### config.mk
export PLATFORM = sky130hd
export DESIGN_NAME = spim_top
export DESIGN_NICKNAME = d
export VERILOG_FILES = /design/src/rtl/spim_pkg.sv /design/src/rtl/spim_engine.sv /design/src/rtl/spim_regs.sv /design/src/rtl/spim_top.sv
export SDC_FILE = /design/constraint.sdc
export NUM_CORES = 1
export LEC_CHECK = 0
export BUFFER_PORTS_ARGS = -buffer_cell sky130_fd_sc_hd__buf_2
export CORE_ASPECT_RATIO = 1.25
export CORE_MARGIN = 5
export CORE_UTILIZATION = 31
export CTS_CLUSTER_SIZE = 28
export DETAILED_ROUTE_END_ITERATION = 10
export HOLD_SLACK_MARGIN = 0.12
export PLACE_DENSITY = 0.46
export SLEW_MARGIN = 20
export SYNTH_ARGS = -nofsm -noshare
export SYNTH_HDL_FRONTEND = slang
export SYNTH_SLANG_ARGS = --single-unit
### constraint.sdc
create_clock -name clk -period 1.87 [get_ports clk]
set_input_delay 0.0935 -clock clk [delete_from_list [all_inputs] [get_ports clk]]
set_output_delay 0.0935 -clock clk [all_outputs]
set_load 0.05 [all_outputs]
### src/rtl/spim_pkg.sv
package spim_pkg;

  typedef enum logic [2:0] {
    SEL_ENABLE = 3'd0,
    SEL_CTRL   = 3'd1,
    SEL_STAT   = 3'd2,
    SEL_TXD    = 3'd3,
    SEL_RXD    = 3'd4,
    SEL_SHAPE  = 3'd5,
    SEL_DIV    = 3'd6,
    SEL_NONE   = 3'd7
  } reg_sel_e;

  typedef struct packed {
    logic cpol;
    logic tx_ph;
    logic rx_ph;
  } clk_shape_t;

  // Position of serial bit number idx inside a word of the given width.
  function automatic int unsigned lane_of(input logic lsb_first,
                                          input int unsigned idx,
                                          input int unsigned width);
    return lsb_first ? idx : (width - 1 - idx);
  endfunction

  // Word-aligned offset to register select.
  function automatic reg_sel_e sel_of(input logic [4:0] addr);
    if (addr[1:0] != 2'b00 || addr[4:2] == 3'd7) return SEL_NONE;
    return reg_sel_e'(addr[4:2]);
  endfunction

endpackage

### src/rtl/spim_engine.sv
module spim_engine
  import spim_pkg::*;
#(
  parameter int W     = 8,
  parameter int DIV_W = 8
) (
  input  logic             clk,
  input  logic             rst_n,
  input  logic             en,
  input  logic             start,
  input  logic [W-1:0]     tx_byte,
  input  logic             lsb_first,
  input  clk_shape_t       shape,
  input  logic [DIV_W-1:0] div,
  input  logic             miso,
  output logic             sclk,
  output logic             mosi,
  output logic             busy,
  output logic             done,
  output logic [W-1:0]     rx_byte
);
  localparam int IW     = $clog2(W);
  localparam int HW     = IW + 1;
  localparam int HALVES = 2 * W;

  logic [HW-1:0]    half;
  logic [DIV_W-1:0] cnt;
  logic [W-1:0]     tx_q, rx_q;
  logic             busy_q, done_q;

  // Named internal events
  logic          half_end, last_half, rx_hit, tx_valid;
  logic [HW-1:0] tx_half;
  logic [IW-1:0] rx_lane, tx_lane;

  assign half_end  = busy_q && (cnt == div);
  assign last_half = (half == HW'(HALVES - 1));
  assign rx_hit    = half_end && (shape.rx_ph ? half[0] : !half[0]);
  assign rx_lane   = IW'(lane_of(lsb_first, int'(half >> 1), W));
  assign tx_half   = shape.tx_ph ? (half - 1'b1) : half;
  assign tx_valid  = !shape.tx_ph || (half != '0);
  assign tx_lane   = IW'(lane_of(lsb_first, int'(tx_half >> 1), W));

  always_ff @(posedge clk or negedge rst_n) begin
    if (!rst_n) begin
      busy_q <= 1'b0;
      done_q <= 1'b0;
      half   <= '0;
      cnt    <= '0;
      tx_q   <= '0;
      rx_q   <= '0;
    end else if (!en) begin
      busy_q <= 1'b0;
      done_q <= 1'b0;
      half   <= '0;
      cnt    <= '0;
    end else begin
      done_q <= half_end && last_half;
      if (!busy_q) begin
        if (start) begin
          busy_q <= 1'b1;
          half   <= '0;
          cnt    <= '0;
          tx_q   <= tx_byte;
          rx_q   <= '0;
        end
      end else if (half_end) begin
        cnt <= '0;
        if (rx_hit) rx_q[rx_lane] <= miso;
        if (last_half) busy_q <= 1'b0;
        else           half   <= half + 1'b1;
      end else begin
        cnt <= cnt + 1'b1;
      end
    end
  end

  assign sclk    = shape.cpol ^ (busy_q & half[0]);
  assign mosi    = busy_q && tx_valid && tx_q[tx_lane];
  assign busy    = busy_q;
  assign done    = done_q;
  assign rx_byte = rx_q;

  // a cleared enable stops the engine at the next edge
  assert_stop_when_off_R3: assert property (@(posedge clk) disable iff (!rst_n)
    !en |=> !busy_q);
  // the completion pulse only follows the final edge
  assert_done_idle_R4: assert property (@(posedge clk) disable iff (!rst_n)
    done_q |-> !busy_q);
  // the half index advances only at a divider terminal count
  assert_half_hold_R4: assert property (@(posedge clk) disable iff (!rst_n)
    (en && busy_q && !half_end) |=> $stable(half));

endmodule

### src/rtl/spim_regs.sv
module spim_regs
  import spim_pkg::*;
#(
  parameter int W     = 8,
  parameter int DIV_W = 8
) (
  input  logic             clk,
  input  logic             rst_n,
  input  logic [4:0]       bus_addr,
  input  logic             bus_wr,
  input  logic             bus_rd,
  input  logic [7:0]       bus_wdata,
  output logic [7:0]       bus_rdata,
  input  logic             busy,
  input  logic             done,
  input  logic [W-1:0]     rx_byte,
  output logic             en,
  output logic             lsb_first,
  output logic             auto_rd,
  output clk_shape_t       shape,
  output logic [DIV_W-1:0] div,
  output logic             start,
  output logic [W-1:0]     start_byte,
  output logic             tx_empty,
  output logic             rx_full
);
  reg_sel_e   sel;
  logic [1:0] din_mode;
  logic [W-1:0] txd_q, rxd_q;
  logic       wr_txd, rd_rxd;

  assign sel        = sel_of(bus_addr);
  assign wr_txd     = bus_wr && (sel == SEL_TXD);
  assign rd_rxd     = bus_rd && (sel == SEL_RXD);
  assign start      = en && tx_empty && (wr_txd || (rd_rxd && auto_rd));
  assign start_byte = wr_txd ? bus_wdata[W-1:0] : '0;

  always_ff @(posedge clk or negedge rst_n) begin
    if (!rst_n) begin
      en        <= 1'b0;
      lsb_first <= 1'b0;
      din_mode  <= 2'b00;
      auto_rd   <= 1'b0;
      shape     <= '0;
      div       <= '0;
      txd_q     <= '0;
    end else if (bus_wr) begin
      unique case (sel)
        SEL_ENABLE: en <= bus_wdata[0];
        SEL_CTRL: begin
          lsb_first <= bus_wdata[0];
          din_mode  <= bus_wdata[3:2];
          auto_rd   <= bus_wdata[5];
        end
        SEL_TXD:   txd_q <= bus_wdata[W-1:0];
        SEL_SHAPE: shape <= '{cpol: bus_wdata[0], tx_ph: bus_wdata[1], rx_ph: bus_wdata[2]};
        SEL_DIV:   div   <= bus_wdata[DIV_W-1:0];
        default: ;
      endcase
    end
  end

  always_ff @(posedge clk or negedge rst_n) begin
    if (!rst_n) begin
      tx_empty <= 1'b1;
      rx_full  <= 1'b0;
      rxd_q    <= '0;
    end else begin
      if (!en)        tx_empty <= 1'b1;
      else if (done)  tx_empty <= 1'b1;
      else if (start) tx_empty <= 1'b0;
      if (done) begin
        rx_full <= 1'b1;
        rxd_q   <= rx_byte;
      end else if (rd_rxd) begin
        rx_full <= 1'b0;
      end
    end
  end

  always_comb begin
    bus_rdata = '0;
    unique case (sel)
      SEL_ENABLE: bus_rdata = {7'b0, en};
      SEL_CTRL:   bus_rdata = {2'b0, auto_rd, 1'b0, din_mode, 1'b0, lsb_first};
      SEL_STAT:   bus_rdata = {6'b0, rx_full, tx_empty};
      SEL_TXD:    bus_rdata = 8'(txd_q);
      SEL_RXD:    bus_rdata = 8'(rxd_q);
      SEL_SHAPE:  bus_rdata = {5'b0, shape.rx_ph, shape.tx_ph, shape.cpol};
      SEL_DIV:    bus_rdata = 8'(div);
      default:    bus_rdata = '0;
    endcase
  end

  // receive-full rises only after a completion pulse
  assert_full_after_done_R8: assert property (@(posedge clk) disable iff (!rst_n)
    $rose(rx_full) |-> $past(done));
  // a receive read without a coincident completion empties the buffer
  assert_read_clears_R8: assert property (@(posedge clk) disable iff (!rst_n)
    (rd_rxd && !done) |=> !rx_full);
  // an auto-read receive read while idle launches a transfer
  assert_auto_launch_R10: assert property (@(posedge clk) disable iff (!rst_n)
    (en && auto_rd && tx_empty && rd_rxd && !bus_wr) |=> !tx_empty);
  // nothing starts while the engine is busy
  assert_no_restart_R9: assert property (@(posedge clk) disable iff (!rst_n)
    busy |-> !start);

endmodule

### src/rtl/spim_top.sv
module spim_top
  import spim_pkg::*;
#(
  parameter int DIV_W = 8
) (
  input  logic       clk,
  input  logic       rst_n,
  input  logic [4:0] bus_addr,
  input  logic       bus_wr,
  input  logic       bus_rd,
  input  logic [7:0] bus_wdata,
  output logic [7:0] bus_rdata,
  output logic       sclk,
  output logic       mosi,
  input  logic       miso,
  output logic       dma_req
);
  localparam int W = 8;

  logic             en, lsb_first, auto_rd, start, busy, done, tx_empty, rx_full;
  clk_shape_t       shape;
  logic [DIV_W-1:0] div;
  logic [W-1:0]     start_byte, rx_byte;

  spim_regs #(.W(W), .DIV_W(DIV_W)) u_regs (
    .clk(clk), .rst_n(rst_n),
    .bus_addr(bus_addr), .bus_wr(bus_wr), .bus_rd(bus_rd),
    .bus_wdata(bus_wdata), .bus_rdata(bus_rdata),
    .busy(busy), .done(done), .rx_byte(rx_byte),
    .en(en), .lsb_first(lsb_first), .auto_rd(auto_rd), .shape(shape), .div(div),
    .start(start), .start_byte(start_byte),
    .tx_empty(tx_empty), .rx_full(rx_full)
  );

  spim_engine #(.W(W), .DIV_W(DIV_W)) u_engine (
    .clk(clk), .rst_n(rst_n), .en(en), .start(start), .tx_byte(start_byte),
    .lsb_first(lsb_first), .shape(shape), .div(div), .miso(miso),
    .sclk(sclk), .mosi(mosi), .busy(busy), .done(done), .rx_byte(rx_byte)
  );

  assign dma_req = rx_full && auto_rd;

  // a busy engine always reads as transmit-not-empty
  assert_busy_flag_R8: assert property (@(posedge clk) disable iff (!rst_n)
    busy |-> !tx_empty);
  // a receive read drops the request on the next cycle
  assert_dma_drop_R11: assert property (@(posedge clk) disable iff (!rst_n)
    (dma_req && bus_rd && bus_addr == 5'h10 && !done) |=> !dma_req);

endmodule

==> results by group, run 1 <==
Outcome
  – Status: complete, but fails checks
  – Failing checks: negative setup slack

Timing
  – Skew final: slightly above 6 ps
  – RSZ-0062 raised after global routing: yes
  – Worst Tran Pin Value: 512.5 ps
  – Fmax: 437.1 MHz
  – Max-slew violations: 0
  – Hold_ws: approximately 180 ps
  – Final setup violating endpoints: 1
  – Hold Fails Final Rpt: 0
  – Final setup TNS: -418.0 ps
  – Period Utilization, post-route: 1.224
  – Slew margin rel.: 0.6552
  – Min Tclk post-route: 2288 ps
  – Setup ws final: -418.0 ps

Global routing
  – Overall routing resource usage: 0.1556
  – Largest net degree at the start of global routing: 47
  – Grt total ovfl: 0
  – Initial antenna violation count: 0
  – Wire length of the first global-routing pass: between 15000 and 20000 microns
  – Number of global-route vias before repair: ~3100

Synth
  – Largest family of logic cells by synthesized area: simple AND/OR/NAND/NOR gates
  – Flops & latches, synth: 64
  – Post-Syn Nets: roughly 360
  – Compound-Gate Fraction of Synth Area: 0.1644
  – Adder-Cell Fraction of Synth Area: 0.01449
  – Post-Synth XOR/XNOR Area: 0.04057
  – FFs w/ async S/R, synth: 1.000
  – Post-synth EDFFs: 0
  – Yosys Warn Count: 0
  – Post-synthesis sequential area ratio: 0.4640
  – Post-Syn Area: 3455 sq um
  – Yosys cell types: 56
  – Synth Instances: between 300 and 400
  – Synth Area per Inst: 10.16 sq um
  – Post-synthesis simple-gate area fraction: 0.2010
  – Mux cell area share after synthesis: 0.08765
  – Top FF cell, synth: dfrtp_1

Pwr
  – P_int: approximately 3000 uW
  – Seq pwr share: 0.380
  – Combinational Power Share: 0.187
  – Clock group share of total power: 0.432
  – Sw frac: 0.2812
  – Pwr Density: 893.4 nW/um^2
  – Leak Pwr: 0.002258 uW
  – Net load switching power: 1184 uW
  – Peak VDD IR: around 0.41 mV

Clock tree
  – Reg clk slew, reported paths: roughly 60 ps
  – # H-tree levels: 3
  – CTS tree: yes
  – Clk buf depth: 2
  – CTS Sinks: 64
  – Root buffer cell: clkbuf_16
  – Worst skew pair latency: approximately 330 ps
  – CTS Buf Count: 9

Setup path
  – Data required time at the worst endpoint: 1780 ps
  – Worst EP arrival: 2190 ps
  – Worst R2R Path Depth: 6
  – Kind of end point of the critical path: primary output
  – Startpoint types: flop
  – Critical-path maximum fanout: 5
  – Critical path class: reg -> out

Drt
  – Via count: about 2900
  – DR vias/cell: 5.229
  – Drt drc: 0
  – Router iterations before antenna repair: 4
  – Drt total wl: 9978 microns
  – Avg WL per Cell: 17.82 microns
  – Detail Route Antenna Nets: 0
  – DR iter-0 viols: between 150 and 200

Place
  – Number of port buffers: 28
  – Routability cong.: ~0.84
  – Cells after DPL: around 530
  – Detail Placement HPWL: approximately 7500 microns
  – Setup Slack @ Placement: -251.5 ps
  – Placed cell areas: 4101 sq um

Die
  – Core ar.: between 10000 and 15000 sq um
  – Die H: approximately 130 microns
  – Row Count: 43
  – Die Span X: roughly 100 microns
  – I/O pin total: 29
  – Full die area: between 10000 and 15000 sq um
  – Initial core utilization: 0.3132

Hold path
  – Worst hold path class: in -> reg
  – Worst hold stages: 3

Finish
  – Layout cells sized above 1: 0.3718
  – Fin cells: 560
  – ANT cells: 0
  – Area Growth Syn to Fin: 36.40%
  – Fin nets: 442
  – Design area: 4712 sq um

Run
  – Max_cap viols: 0
## power groups by stage
| stage | Combinational, uW | Sequential [uW] | Clock, uW |
|---|---|---|---|
| finish | 789 | 1600 | 1820 |
| global placement | 662 | 1620 | 0 |
| detailed placement | 670 | 1620 | 0 |
| global route | 859 | 1610 | 1920 |
| floorplan | 433 | 1580 | 0 |
| CTS | 742 | 1600 | 1850 |
## routing by layer
layer	vias up	GRT usage	wire, microns
met1	1446	0.1879	4343
met4	0	0.07317	263
li1	1397	-	-
met3	17	0.03426	356
met2	68	0.2633	5015
met5	-	0	0
## metrics by stage
step                        util  power (uW)
final                     0.4272        4210
after global routing      0.4272        4394
after CTS                 0.4200        4190
after detailed placement  0.3719        2288
after global placement    0.3719        2280
after floorplan                -        2010
## area by class of cell
| type | instances | area [sq um] |
|---|---|---|
| Sequential cell | 64 | 1603 |
| Tap cell | 135 | 168.9 |
| Timing Repair Buffer | 84 | 608.1 |
| Fill cell | 1090 | 6317 |
| Clock buffer | 9 | 225.2 |
| Multi-Input combinational cell | 253 | 1981 |
| Inverter | 8 | 30.03 |
| Clock inverter | 7 | 96.34 |
## registers in the layout, summed over array words and instances, names as in the netlist, 2 cells and up
signal            cells
u_regs.txd_q          8
u_engine.rx_byte      8
u_regs.shape          3
u_regs.din_mode       2
u_regs.div            8
u_engine.cnt          8
u_engine.half         4
u_engine.tx_q         8
u_regs.rxd_q          8
## cells in the final DEF, fill, tap and decap left out, types with 4 or more instances in the layout
master	count
nand3_1	9
buf_4	44
a221o_1	9
and2_1	4
o21ai_0	9
nand2_1	66
clkbuf_16	9
nor2_1	15
o22ai_1	8
mux2_2	26
a22oi_1	9
nand2b_1	6
dfrtp_1	63
inv_1	6
buf_2	27
a222oi_1	4
a31oi_1	4
xnor2_1	4
and3_1	5
dlygate4sd3_1	10
xnor2_2	5
xor2_1	5
## critical path, stage by stage, from the launching register on
cell and delay (ps):
dfrtp_1 390, inv_2 70, ha_4 280, nand2_4 50
and3b_2 250, o21a_1 210, o41ai_4 350, nor4_4 90
buf_6 160
## final timing paths
| path | startpoint | endpoint | slack (ps) |
|---|---|---|---|
| max in group asynchronous | rst_n | u_regs.tx_empty | 960 |
| worst max register to register | u_regs.div[2] | u_engine.rx_byte[7] | 20 |
| worst min-delay path | bus_wr | u_regs.en | 180 |
| min in group asynchronous | rst_n | u_regs.rxd_q[4] | 250 |
| worst min register to register | u_engine.tx_q[1] | u_engine.tx_q[1] | 480 |
| worst max-delay path | u_engine.half[1] | mosi | -420 |
## synthesized netlist by cell type, types with 2 or more instances
| cell type | instances | share of area |
|---|---|---|
| nand2_1 | 68 | 0.074 |
| dfrtp_1 | 63 | 0.46 |
| mux2_2 | 26 | 0.085 |
| nor2_1 | 15 | 0.016 |
| clkbuf_1 | 12 | 0.013 |
| a221o_1 | 9 | 0.026 |
| a22oi_1 | 9 | 0.020 |
| nand3_1 | 9 | 0.013 |
| o21ai_0 | 9 | 0.013 |
| xnor2_1 | 9 | 0.023 |
| inv_1 | 8 | 0.0087 |
| o22ai_1 | 8 | 0.014 |
| xor2_1 | 7 | 0.018 |
| nand2b_1 | 6 | 0.011 |
| and3_1 | 5 | 0.0091 |
| nor3b_1 | 5 | 0.011 |
| a21oi_1 | 4 | 0.0058 |
| a222oi_1 | 4 | 0.012 |
| a31oi_1 | 4 | 0.0072 |
| and2_1 | 4 | 0.0072 |
| ha_1 | 4 | 0.014 |
| or2_2 | 4 | 0.0072 |
| a211oi_1 | 3 | 0.0065 |
| a22o_1 | 3 | 0.0076 |
| nor4_1 | 3 | 0.0054 |
| o21a_1 | 3 | 0.0065 |
| a21boi_0 | 2 | 0.0043 |
| a21o_1 | 2 | 0.0043 |
| a41oi_1 | 2 | 0.0051 |
| buf_2 | 2 | 0.0029 |
| nor2b_1 | 2 | 0.0036 |
| nor4_4 | 2 | 0.012 |
## cells by family (layout without fill, tap and decap cells)
logic type / after synthesis / after routing
AND/OR/NAND/NOR: 134 / 134
AO/OA/AOI/OAI: 72 / 72
flip-flops: 64 / 64
multiplexers: 27 / 27
buffers and inverters: 23 / 108
XOR/XNOR: 16 / 16
adder cells (fa/ha/maj): 4 / 4
## repair_timing
item | CTS | global route
buffers inserted | 2 | 0
resized for setup | 17 | 14
endpoints found under the setup margin | 11 | 12
hold endpoints to repair | 51 | 0
pin swaps | 9 | 19
hold buffers | 10 | 0
No activity file was read; power rests on OpenSTA's default activity.
==> inputs of run 2 (changes only) <==
--- a/config.mk
+++ b/config.mk
@@ -5,6 +5,7 @@
 export SDC_FILE = /design/constraint.sdc
 export NUM_CORES = 1
 export LEC_CHECK = 0
+export ABC_AREA = 1
 export BUFFER_PORTS_ARGS = -buffer_cell sky130_fd_sc_hd__buf_2
 export CORE_ASPECT_RATIO = 1.25
 export CORE_MARGIN = 5
@@ -12,7 +13,7 @@
 export CTS_CLUSTER_SIZE = 28
 export DETAILED_ROUTE_END_ITERATION = 10
 export HOLD_SLACK_MARGIN = 0.12
-export PLACE_DENSITY = 0.46
+export PLACE_DENSITY = 0.44
 export SLEW_MARGIN = 20
 export SYNTH_ARGS = -nofsm -noshare
 export SYNTH_HDL_FRONTEND = slang
==> constraint.sdc (replaced) <==
create_clock -name clk -period 2.2 [get_ports clk]
set_input_delay 0.11 -clock clk [delete_from_list [all_inputs] [get_ports clk]]
set_output_delay 0.11 -clock clk [all_outputs]
set_load 0.05 [all_outputs]
==> results by group, run 2 <==
Global routing
  – Number of global-route vias before repair: 3235 (was 3084)
  – Largest net degree at the start of global routing: 65 (was 47)
  – Initial antenna violation count: 0 (unchanged)
  – Wire length of the first global-routing pass: 17160 microns (was 16180 microns)
  – Overall routing resource usage: 0.1608 (was 0.1556)
  – Grt total ovfl: 0 (unchanged)

Drt
  – Drt total wl: 10490 microns (was 9978 microns)
  – Met2 wire len: 5274 microns (was 5015 microns)
  – Avg WL per Cell: 15.23 microns (was 17.82 microns)
  – Met3 routed WL: 367 microns (was 356 microns)
  – Drt drc: 0 (unchanged)
  – DR iter-0 viols: 230 (was 169)
  – Top Layer Used: met4 (unchanged)
  – Met1 wire length: 4721 microns (was 4343 microns)
  – Detail Route Antenna Nets: 0 (unchanged)
  – Router iterations before antenna repair: 4 (unchanged)
  – DR vias/cell: 4.762 (was 5.229)
  – Via count: 3281 (was 2928)

Timing
  – Setup ws final: 133.6 ps (was -418.0 ps)
  – Slew margin rel.: 0.6828 (was 0.6552)
  – Fmax: approximately 480 MHz
  – Hold Fails Final Rpt: 0 (unchanged)
  – Hold_ws: 182.6 ps (was 175.6 ps)
  – RSZ-0062 raised after global routing: yes (unchanged)
  – Worst Tran Pin Value: 472.5 ps (was 512.5 ps)
  – Skew final: 8.984 ps (was 6.205 ps)
  – Final setup violating endpoints: 0 (was 1)
  – Max-slew violations: 0 (unchanged)
  – Min Tclk post-route: between 2000 and 2500 ps
  – Period Utilization, post-route: 0.9393

Pwr
  – Leak Pwr: 0.002327 uW (was 0.002258 uW)
  – Sw frac: 0.3010 (was 0.2812)
  – Net load switching power: 1026 uW (was 1184 uW)
  – Peak VDD IR: 0.3325 mV (was 0.4145 mV)
  – Clock group share of total power: 0.429 (was 0.432)
  – Pwr Density: 765.7 nW/um^2 (was 893.4 nW/um^2)
  – Final Power: 3409 uW (was 4210 uW)
  – Seq pwr share: 0.398 (was 0.380)
  – P_int: 2383 uW (was 3026 uW)
  – Combinational Power Share: 0.174 (was 0.187)

Clock tree
  – CTS tree: yes (unchanged)
  – Root buffer cell: clkbuf_16 (unchanged)
  – Reg clk slew, reported paths: 60 ps (about the same)
  – CTS Sinks: 64 (unchanged)
  – Clk buf depth: 2 (unchanged)
  – CTS Buf Count: 9 (unchanged)
  – Worst skew pair latency: 330 ps (about the same)
  – # H-tree levels: 3 (unchanged)

Finish
  – Most frequent cells in the layout: 173 x nand2_1, 62 x inv_1, 61 x dfrtp_1 (was 66 x nand2_1, 63 x dfrtp_1, 44 x buf_4)
  – Layout cells sized above 1: 0.1615 (was 0.3718)
  – Fin nets: 568 (was 442)
  – Area Growth Syn to Fin: 23.33% (was 36.40%)
  – Most common cell after layout, fill and taps aside: nand2_1 (unchanged)
  – ANT cells: 0 (unchanged)
  – Fillers: 1219 (was 1090)
  – Core Util, Final: 0.3869 (was 0.4272)

Synth
  – Yosys cell types: 33 (was 56)
  – Top FF cell, synth: dfrtp_1 (unchanged)
  – Post-Syn Nets: 514 (was 362)
  – Flops & latches, synth: 64 (unchanged)
  – Post-synthesis sequential area ratio: 0.4440 (was 0.4640)
  – Main area contributors after synthesis: dfrtp_1 44%, nand2_1 18%, inv_1 6.7% (was dfrtp_1 46%, mux2_2 8.5%, nand2_1 7.4%)
  – Post-synth top area cell: dfrtp_1 (unchanged)
  – Post-synth top cells: 177 x nand2_1, 64 x inv_1, 63 x dfrtp_1, 43 x nand3_1, 35 x o21ai_0 (was 68 x nand2_1, 63 x dfrtp_1, 26 x mux2_2, 15 x nor2_1, 12 x clkbuf_1)
  – Synth Instances: 492 (was 340)
  – Post-Syn Area: 3610 sq um (was 3455 sq um)
  – Yosys Warn Count: 0 (unchanged)
  – Post-synth EDFFs: 0 (unchanged)
  – Synth Area per Inst: 7.337 sq um (was 10.16 sq um)
  – FFs w/ async S/R, synth: 1.000 (unchanged)
  – Count leader, synth: nand2_1 (unchanged)
  – Post-synth top area share: 0.4367 (was 0.4564)

Place
  – Routability cong.: 0.8380 (was 0.8413)
  – Detail Placement HPWL: 7877 microns (was 7468 microns)
  – Number of port buffers: 28 (unchanged)
  – Setup Slack @ Placement: 265.4 ps (was -251.5 ps)

Die
  – Die Span X: 106.5 microns (was 104.4 microns)
  – Die H: 130.6 microns (was 128.0 microns)
  – Full die area: 13920 sq um (was 13370 sq um)
  – I/O pin total: 29 (unchanged)
  – Initial core utilization: 0.3137 (was 0.3132)
  – Core ar.: 11510 sq um (was 11030 sq um)
  – Row Count: 44 (was 43)

Run
  – Max_cap viols: 0 (unchanged)

Setup path
  – Kind of end point of the critical path: primary output (unchanged)
  – Critical-path maximum fanout: 4 (was 5)
  – Startpoint types: flop (unchanged)
  – Worst EP arrival: 1960 ps (was 2190 ps)
  – Data required time at the worst endpoint: 2090 ps (was 1780 ps)
  – Critical path class: reg -> out (unchanged)

Hold path
  – Worst hold path class: in -> reg (unchanged)

Outcome
  – Status: finished clean (was complete, but fails checks)
run 2: changes by cell type in the layout (fill, tap and decap cells not counted), moves of 9 or more:
cell	previous run	this run
nand2_1	66	173
buf_4	44	15
inv_1	6	62
a221o_1	9	0
mux2_2	26	0
nand3_1	9	43
o21ai_0	9	34
nand4_1	0	10
run 2: kinds of logic (layout without fill, tap and decap cells):
family / count (synthesis) / count (layout) / share of synthesized area
AND/OR/NAND/NOR: 271 / 271 / 0.3289
buffers and inverters: 80 / 139 / 0.08908
flip-flops: 64 / 64 / 0.4440
AO/OA/AOI/OAI: 59 / 59 / 0.09012
XOR/XNOR: 14 / 14 / 0.03397
adder cells (fa/ha/maj): 4 / 4 / 0.01387
run 2: through the flow:
stage / instances / instance area (sq um) / setup TNS, ps
finish: 689 / 4452 / 0
global route: 689 / 4452 / -8.340
CTS: 687 / 4393 / 0
detailed placement: 661 / 3980 / 0
global placement: 661 / 3980 / 0
floorplan: 492 / 3612 / 0
run 2: critical path, stage by stage (launching register included):
cell     delay [ps]
dfrtp_1         390
inv_2           100
ha_4            210
nand2_2          60
o21ai_2          70
inv_1            70
nand2_1          60
nand2_2         100
nand2_1          60
nand3_1          70
nand2_1          50
nand2_1          50
nand2_1          50
nor2_2          120
buf_6           160
run 2: per-layer routing:
layer  vias to the layer above  track usage
met5                         -            0
met4                         0      0.04138
met1                      1551       0.2054
met3                        11      0.03587
li1                       1676            -
met2                        43       0.2775
run 2: repair_timing:
action	CTS	global route
setup endpoints to repair	1	1
resized for setup	3	12
setup buffers	0	2
pin swaps	0	4
hold buffers	10	0
hold endpoints to repair	93	0
run 2: path summary, 6_finish.rpt:
| path | startpoint | endpoint | slack (ps) | depth (start not counted) |
|---|---|---|---|---|
| min in group asynchronous | rst_n | u_regs.rxd_q[5] | 320 | 3 |
| hold / removal | bus_wr | u_regs.en | 180 | 3 |
| max in group asynchronous | rst_n | u_regs.tx_empty | 1570 | 3 |
| hold reg to reg | u_engine.rx_byte[3] | u_engine.rx_byte[3] | 470 | 2 |
| setup reg to reg | u_engine.cnt[6] | u_engine.half[1] | 550 | 10 |
| setup / recovery | u_engine.half[1] | mosi | 130 | 14 |
run 2: power by group through the flow:
stage / clock network (uW) / registers [uW] / logic, uW
final: 1460 / 1360 / 592
after global routing: 1570 / 1370 / 673
after CTS: 1510 / 1350 / 588
after detailed placement: 0 / 1370 / 571
after global placement: 0 / 1370 / 567
after floorplan: 0 / 1330 / 389
run 2: cell type report:
type	count	area, sq um	area share
Sequential cell	64	1605	0.3606
Multi-Input combinational cell	348	1729	0.3884
Inverter	69	259.0	0.05818
Clock buffer	10	239.0	0.05368
Clock inverter	6	67.56	0.01518
Tap cell	138	172.7	0.03879
Timing Repair Buffer	54	379.1	0.08516
==> inputs of run 3 (changes only) <==
--- a/config.mk
+++ b/config.mk
@@ -14,7 +14,8 @@
 export DETAILED_ROUTE_END_ITERATION = 10
 export HOLD_SLACK_MARGIN = 0.12
 export PLACE_DENSITY = 0.44
-export SLEW_MARGIN = 20
+export SLEW_MARGIN = 10
 export SYNTH_ARGS = -nofsm -noshare
 export SYNTH_HDL_FRONTEND = slang
+export SYNTH_HIERARCHICAL = 1
 export SYNTH_SLANG_ARGS = --single-unit
==> results by group, run 3 <==
Clock tree
  – CTS Buf Count: 9 (unchanged)
  – # H-tree levels: 3 (unchanged)
  – Reg clk slew, reported paths: 60 ps (about the same)
  – Clk buf depth: 2 (unchanged)
  – Worst skew pair latency: 330 ps (about the same)
  – CTS tree: yes (unchanged)
  – CTS Sinks: 64 (unchanged)
  – Post-CTS Setup Bufs: 0 (unchanged)
  – Root buffer cell: clkbuf_16 (unchanged)

Synth
  – Top FF cell, synth: dfrtp_1 (unchanged)
  – Main area contributors after synthesis: dfrtp_1 42%, nand2_1 13%, inv_1 5.4% (was dfrtp_1 44%, nand2_1 18%, inv_1 6.7%)
  – Compound-Gate Fraction of Synth Area: 0.09184 (was 0.09012)
  – Post-Syn Area: 3774 sq um (was 3610 sq um)
  – FFs w/ async S/R, synth: 1.000 (unchanged)
  – Post-synthesis simple-gate area fraction: 0.3021 (was 0.3289)
  – Yosys Warn Count: 6 (was 0)
  – Post-synth top area cell: dfrtp_1 (unchanged)
  – Post-Syn Nets: 484 (was 514)
  – Post-synth top cells: 132 x nand2_1, 63 x dfrtp_1, 54 x inv_1, 31 x nand3_1, 26 x nor2_1 (was 177 x nand2_1, 64 x inv_1, 63 x dfrtp_1, 43 x nand3_1, 35 x o21ai_0)
  – Count leader, synth: nand2_1 (unchanged)
  – Adder-Cell Fraction of Synth Area: 0.01326 (was 0.01386)
  – Flops & latches, synth: 64 (unchanged)
  – Post-Synth XOR/XNOR Area: 0.04178 (was 0.03397)
  – Post-synthesis sequential area ratio: 0.4247 (was 0.4440)
  – Largest family of logic cells by synthesized area: simple AND/OR/NAND/NOR gates (unchanged)
  – Synth Area per Inst: 8.168 sq um (was 7.337 sq um)
  – Synth Instances: 462 (was 492)
  – Yosys cell types: 41 (was 33)
  – Post-synth EDFFs: 0 (unchanged)
  – Mux cell area share after synthesis: 0.03581 (was 0)
  – Post-synth top area share: 0.4178 (was 0.4367)

Timing
  – Slew margin rel.: 0.5060 (was 0.6828)
  – Min Tclk post-route: 2031 ps (was 2066 ps)
  – Period Utilization, post-route: 0.9232 (was 0.9393)
  – Skew final: 5.295 ps (was 8.984 ps)
  – Fmax: 492.3 MHz (was 483.9 MHz)
  – Hold Fails Final Rpt: 0 (unchanged)
  – Hold_ws: 175.9 ps (was 182.6 ps)
  – Worst Tran Pin Value: 741.1 ps (was 472.5 ps)
  – Max-slew violations: 0 (unchanged)
  – Final setup violating endpoints: 0 (unchanged)

Run
  – Max_cap viols: 0 (unchanged)

Setup path
  – Largest stage delay, worst path: 370 ps (was 390 ps)
  – Critical-path maximum fanout: 4 (unchanged)
  – CP Launch Point: u_engine/half[0] (was u_engine.half[1])
  – Reg2Reg Capture Point: u_engine/rx_byte[3] (was u_engine.half[1])
  – CP max stage cell: dfrtp_1 (unchanged)
  – Critical path class: reg -> out (unchanged)
  – Data required time at the worst endpoint: 2090 ps (about the same)
  – Worst EP arrival: 1920 ps (was 1960 ps)
  – R2r startpoint: u_regs/tx_empty (was u_engine.cnt[6])
  – Worst R2R Path Depth: 10 (unchanged)
  – Kind of end point of the critical path: primary output (unchanged)
  – Worst path most repeated cell: nand3_1 (was nand2_1)
  – Critical path, cell by cell: inv_1 > ha_4 > nand2_1 > nand3_1 > nand3_1 > nand3_1 > nand3_1 > nand2_1 > nor2_1 > buf_6 (was inv_2 > ha_4 > nand2_2 > o21ai_2 > inv_1 > nand2_1 > nand2_2 > nand2_1 > nand3_1 > nand2_1 > nand2_1 > nand2_1 > nor2_2 > buf_6)
  – R2r setup slk: 440 ps (was 550 ps)
  – Startpoint types: flop (unchanged)

Global routing
  – Grt total ovfl: 0 (unchanged)
  – Initial antenna violation count: 0 (unchanged)
  – Wire length of the first global-routing pass: 16610 microns (was 17160 microns)
  – Largest net degree at the start of global routing: 31 (was 65)
  – Overall routing resource usage: 0.1497 (was 0.1608)
  – Number of global-route vias before repair: 3174 (was 3235)

Pwr
  – Net load switching power: 1013 uW (was 1026 uW)
  – Pwr Density: 721.3 nW/um^2 (was 765.7 nW/um^2)
  – Leak Pwr: 0.002287 uW (was 0.002327 uW)
  – P_int: 2267 uW (was 2383 uW)
  – Clock group share of total power: 0.410 (was 0.429)
  – Seq pwr share: 0.413 (was 0.398)
  – Peak VDD IR: 0.4636 mV (was 0.3325 mV)
  – Sw frac: 0.3087 (was 0.3010)
  – Combinational Power Share: 0.176 (was 0.174)

Place
  – Routability cong.: 0.8507 (was 0.8380)
  – Cells after DPL: 657 (was 661)
  – Number of port buffers: 28 (unchanged)
  – Detail Placement HPWL: 7651 microns (was 7877 microns)

Hold path
  – Worst hold stages: 4 (was 3)
  – Hold Path Sink: u_regs/txd_q[2] (was u_regs.en)
  – Worst hold path class: in -> reg (unchanged)
  – Hold path startpoint: bus_wr (unchanged)

Finish
  – Fin cells: 683 (was 689)
  – ANT cells: 0 (unchanged)
  – Core Util, Final: 0.3774 (was 0.3869)
  – Area Growth Syn to Fin: 20.49% (was 23.33%)
  – Most frequent cells in the layout: 132 x nand2_1, 62 x dfrtp_1, 54 x inv_1 (was 173 x nand2_1, 62 x inv_1, 61 x dfrtp_1)
  – Fin nets: 536 (was 568)
  – Layout cells sized above 1: 0.2197 (was 0.1615)
  – Most common cell after layout, fill and taps aside: nand2_1 (unchanged)

Outcome
  – Status: finished clean (unchanged)

Drt
  – DR vias/cell: 4.602 (was 4.762)
  – Detail Route Antenna Nets: 0 (unchanged)
  – Drt drc: 0 (unchanged)
  – Drt total wl: 9905 microns (was 10490 microns)
  – Router iterations before antenna repair: 4 (unchanged)
  – DR iter-0 viols: 128 (was 230)
  – Avg WL per Cell: 14.50 microns (was 15.23 microns)
  – Via count: 3143 (was 3281)

Die
  – Die Span X: 108.7 microns (was 106.5 microns)
  – Row Count: 45 (was 44)
  – Die H: 133.4 microns (was 130.6 microns)
  – I/O pin total: 29 (unchanged)
  – Core ar.: 12050 sq um (was 11510 sq um)
  – Full die area: 14490 sq um (was 13920 sq um)
  – Initial core utilization: 0.3132 (was 0.3137)
[run 3: cell count changes after synthesis, sizes merged, moves of 4 or more]
| cell | before | now |
|---|---|---|
| buf | 7 | 11 |
| o22ai | 1 | 5 |
| nor2 | 25 | 33 |
| xor2 | 10 | 5 |
| o221ai | 4 | 0 |
| xnor2 | 4 | 10 |
| inv | 68 | 58 |
| nand3 | 47 | 34 |
| nand4 | 10 | 22 |
| mux2 | 0 | 12 |
| nand2 | 181 | 140 |
| nand3b | 0 | 4 |
[run 3: cell type report]
| cell class | count | area (sq um) |
|---|---|---|
| tap | 164 | 205.2 |
| sequential | 64 | 1604 |
| clock inverter | 6 | 43.79 |
| timing repair buffer | 54 | 379.1 |
| fill | 1308 | 7502 |
| clock buffer | 10 | 239.0 |
| multi-input combinational | 326 | 1847 |
| inverter | 59 | 229.0 |
[run 3: power by group through the flow]
| stage | Sequential [uW] | Combinational [uW] | Clock, uW |
|---|---|---|---|
| 2_1_floorplan | 1340 | 403 | 0 |
| 3_3_place_gp | 1380 | 559 | 0 |
| 3_5_place_dp | 1380 | 564 | 0 |
| 4_1_cts | 1360 | 580 | 1400 |
| 5_1_grt | 1370 | 648 | 1460 |
| 6_report | 1350 | 579 | 1350 |
[run 3: critical path, delay by kind of cell (launching register included)]
family,cells,cell delay [ps]
AND/OR/NAND/NOR,7,660
buffers and inverters,2,330
adder cells (fa/ha/maj),1,240
flip-flops,1,370
[run 3: what timing repair did]
action                                 4_1_cts  5_1_grt
hold buffers                                10        0
setup endpoints to repair                    1        1
endpoints found under the hold margin       48        0
resized for setup                            1        5
[run 3: kinds of logic after synthesis]
| kind of cell | Yosys count |
|---|---|
| buf+inv | 72 |
| fa+ha+maj | 4 |
| simple gates | 238 |
| flops | 64 |
| xor+xnor | 15 |
| compound gates | 57 |
| mux | 12 |
[run 3: how the worst max path moves through the flow]
stage / to / cells past startpoint / slack (ps)
after floorplan: mosi / 10 / 10
after global placement: u_engine/rx_byte[0] / 14 / 350
after detailed placement: u_engine/rx_byte[0] / 13 / 280
after CTS: mosi / 11 / 30
after global routing: mosi / 11 / -3
final: mosi / 10 / 170
[run 3: through the flow]
step	total power (uW)	worst slack, ps	TNS [ps]	cell area (sq um)
finish	3280	168.9	0	4547
global route	3473	-3.256	-3.256	4547
CTS	3335	32.78	0	4523
detailed placement	1942	284.8	0	4139
global placement	1936	352.4	0	4139
floorplan	1745	10.29	0	3774
[run 3: metal layers]
metal	global-route usage	vias to the layer above	share of wire	routed length, microns
met4	0.03789	0	0.0077	76
li1	-	1610	-	-
met1	0.1979	1496	0.48	4726
met5	0	-	0	0
met3	0.03442	5	0.026	257
met2	0.2457	32	0.49	4844
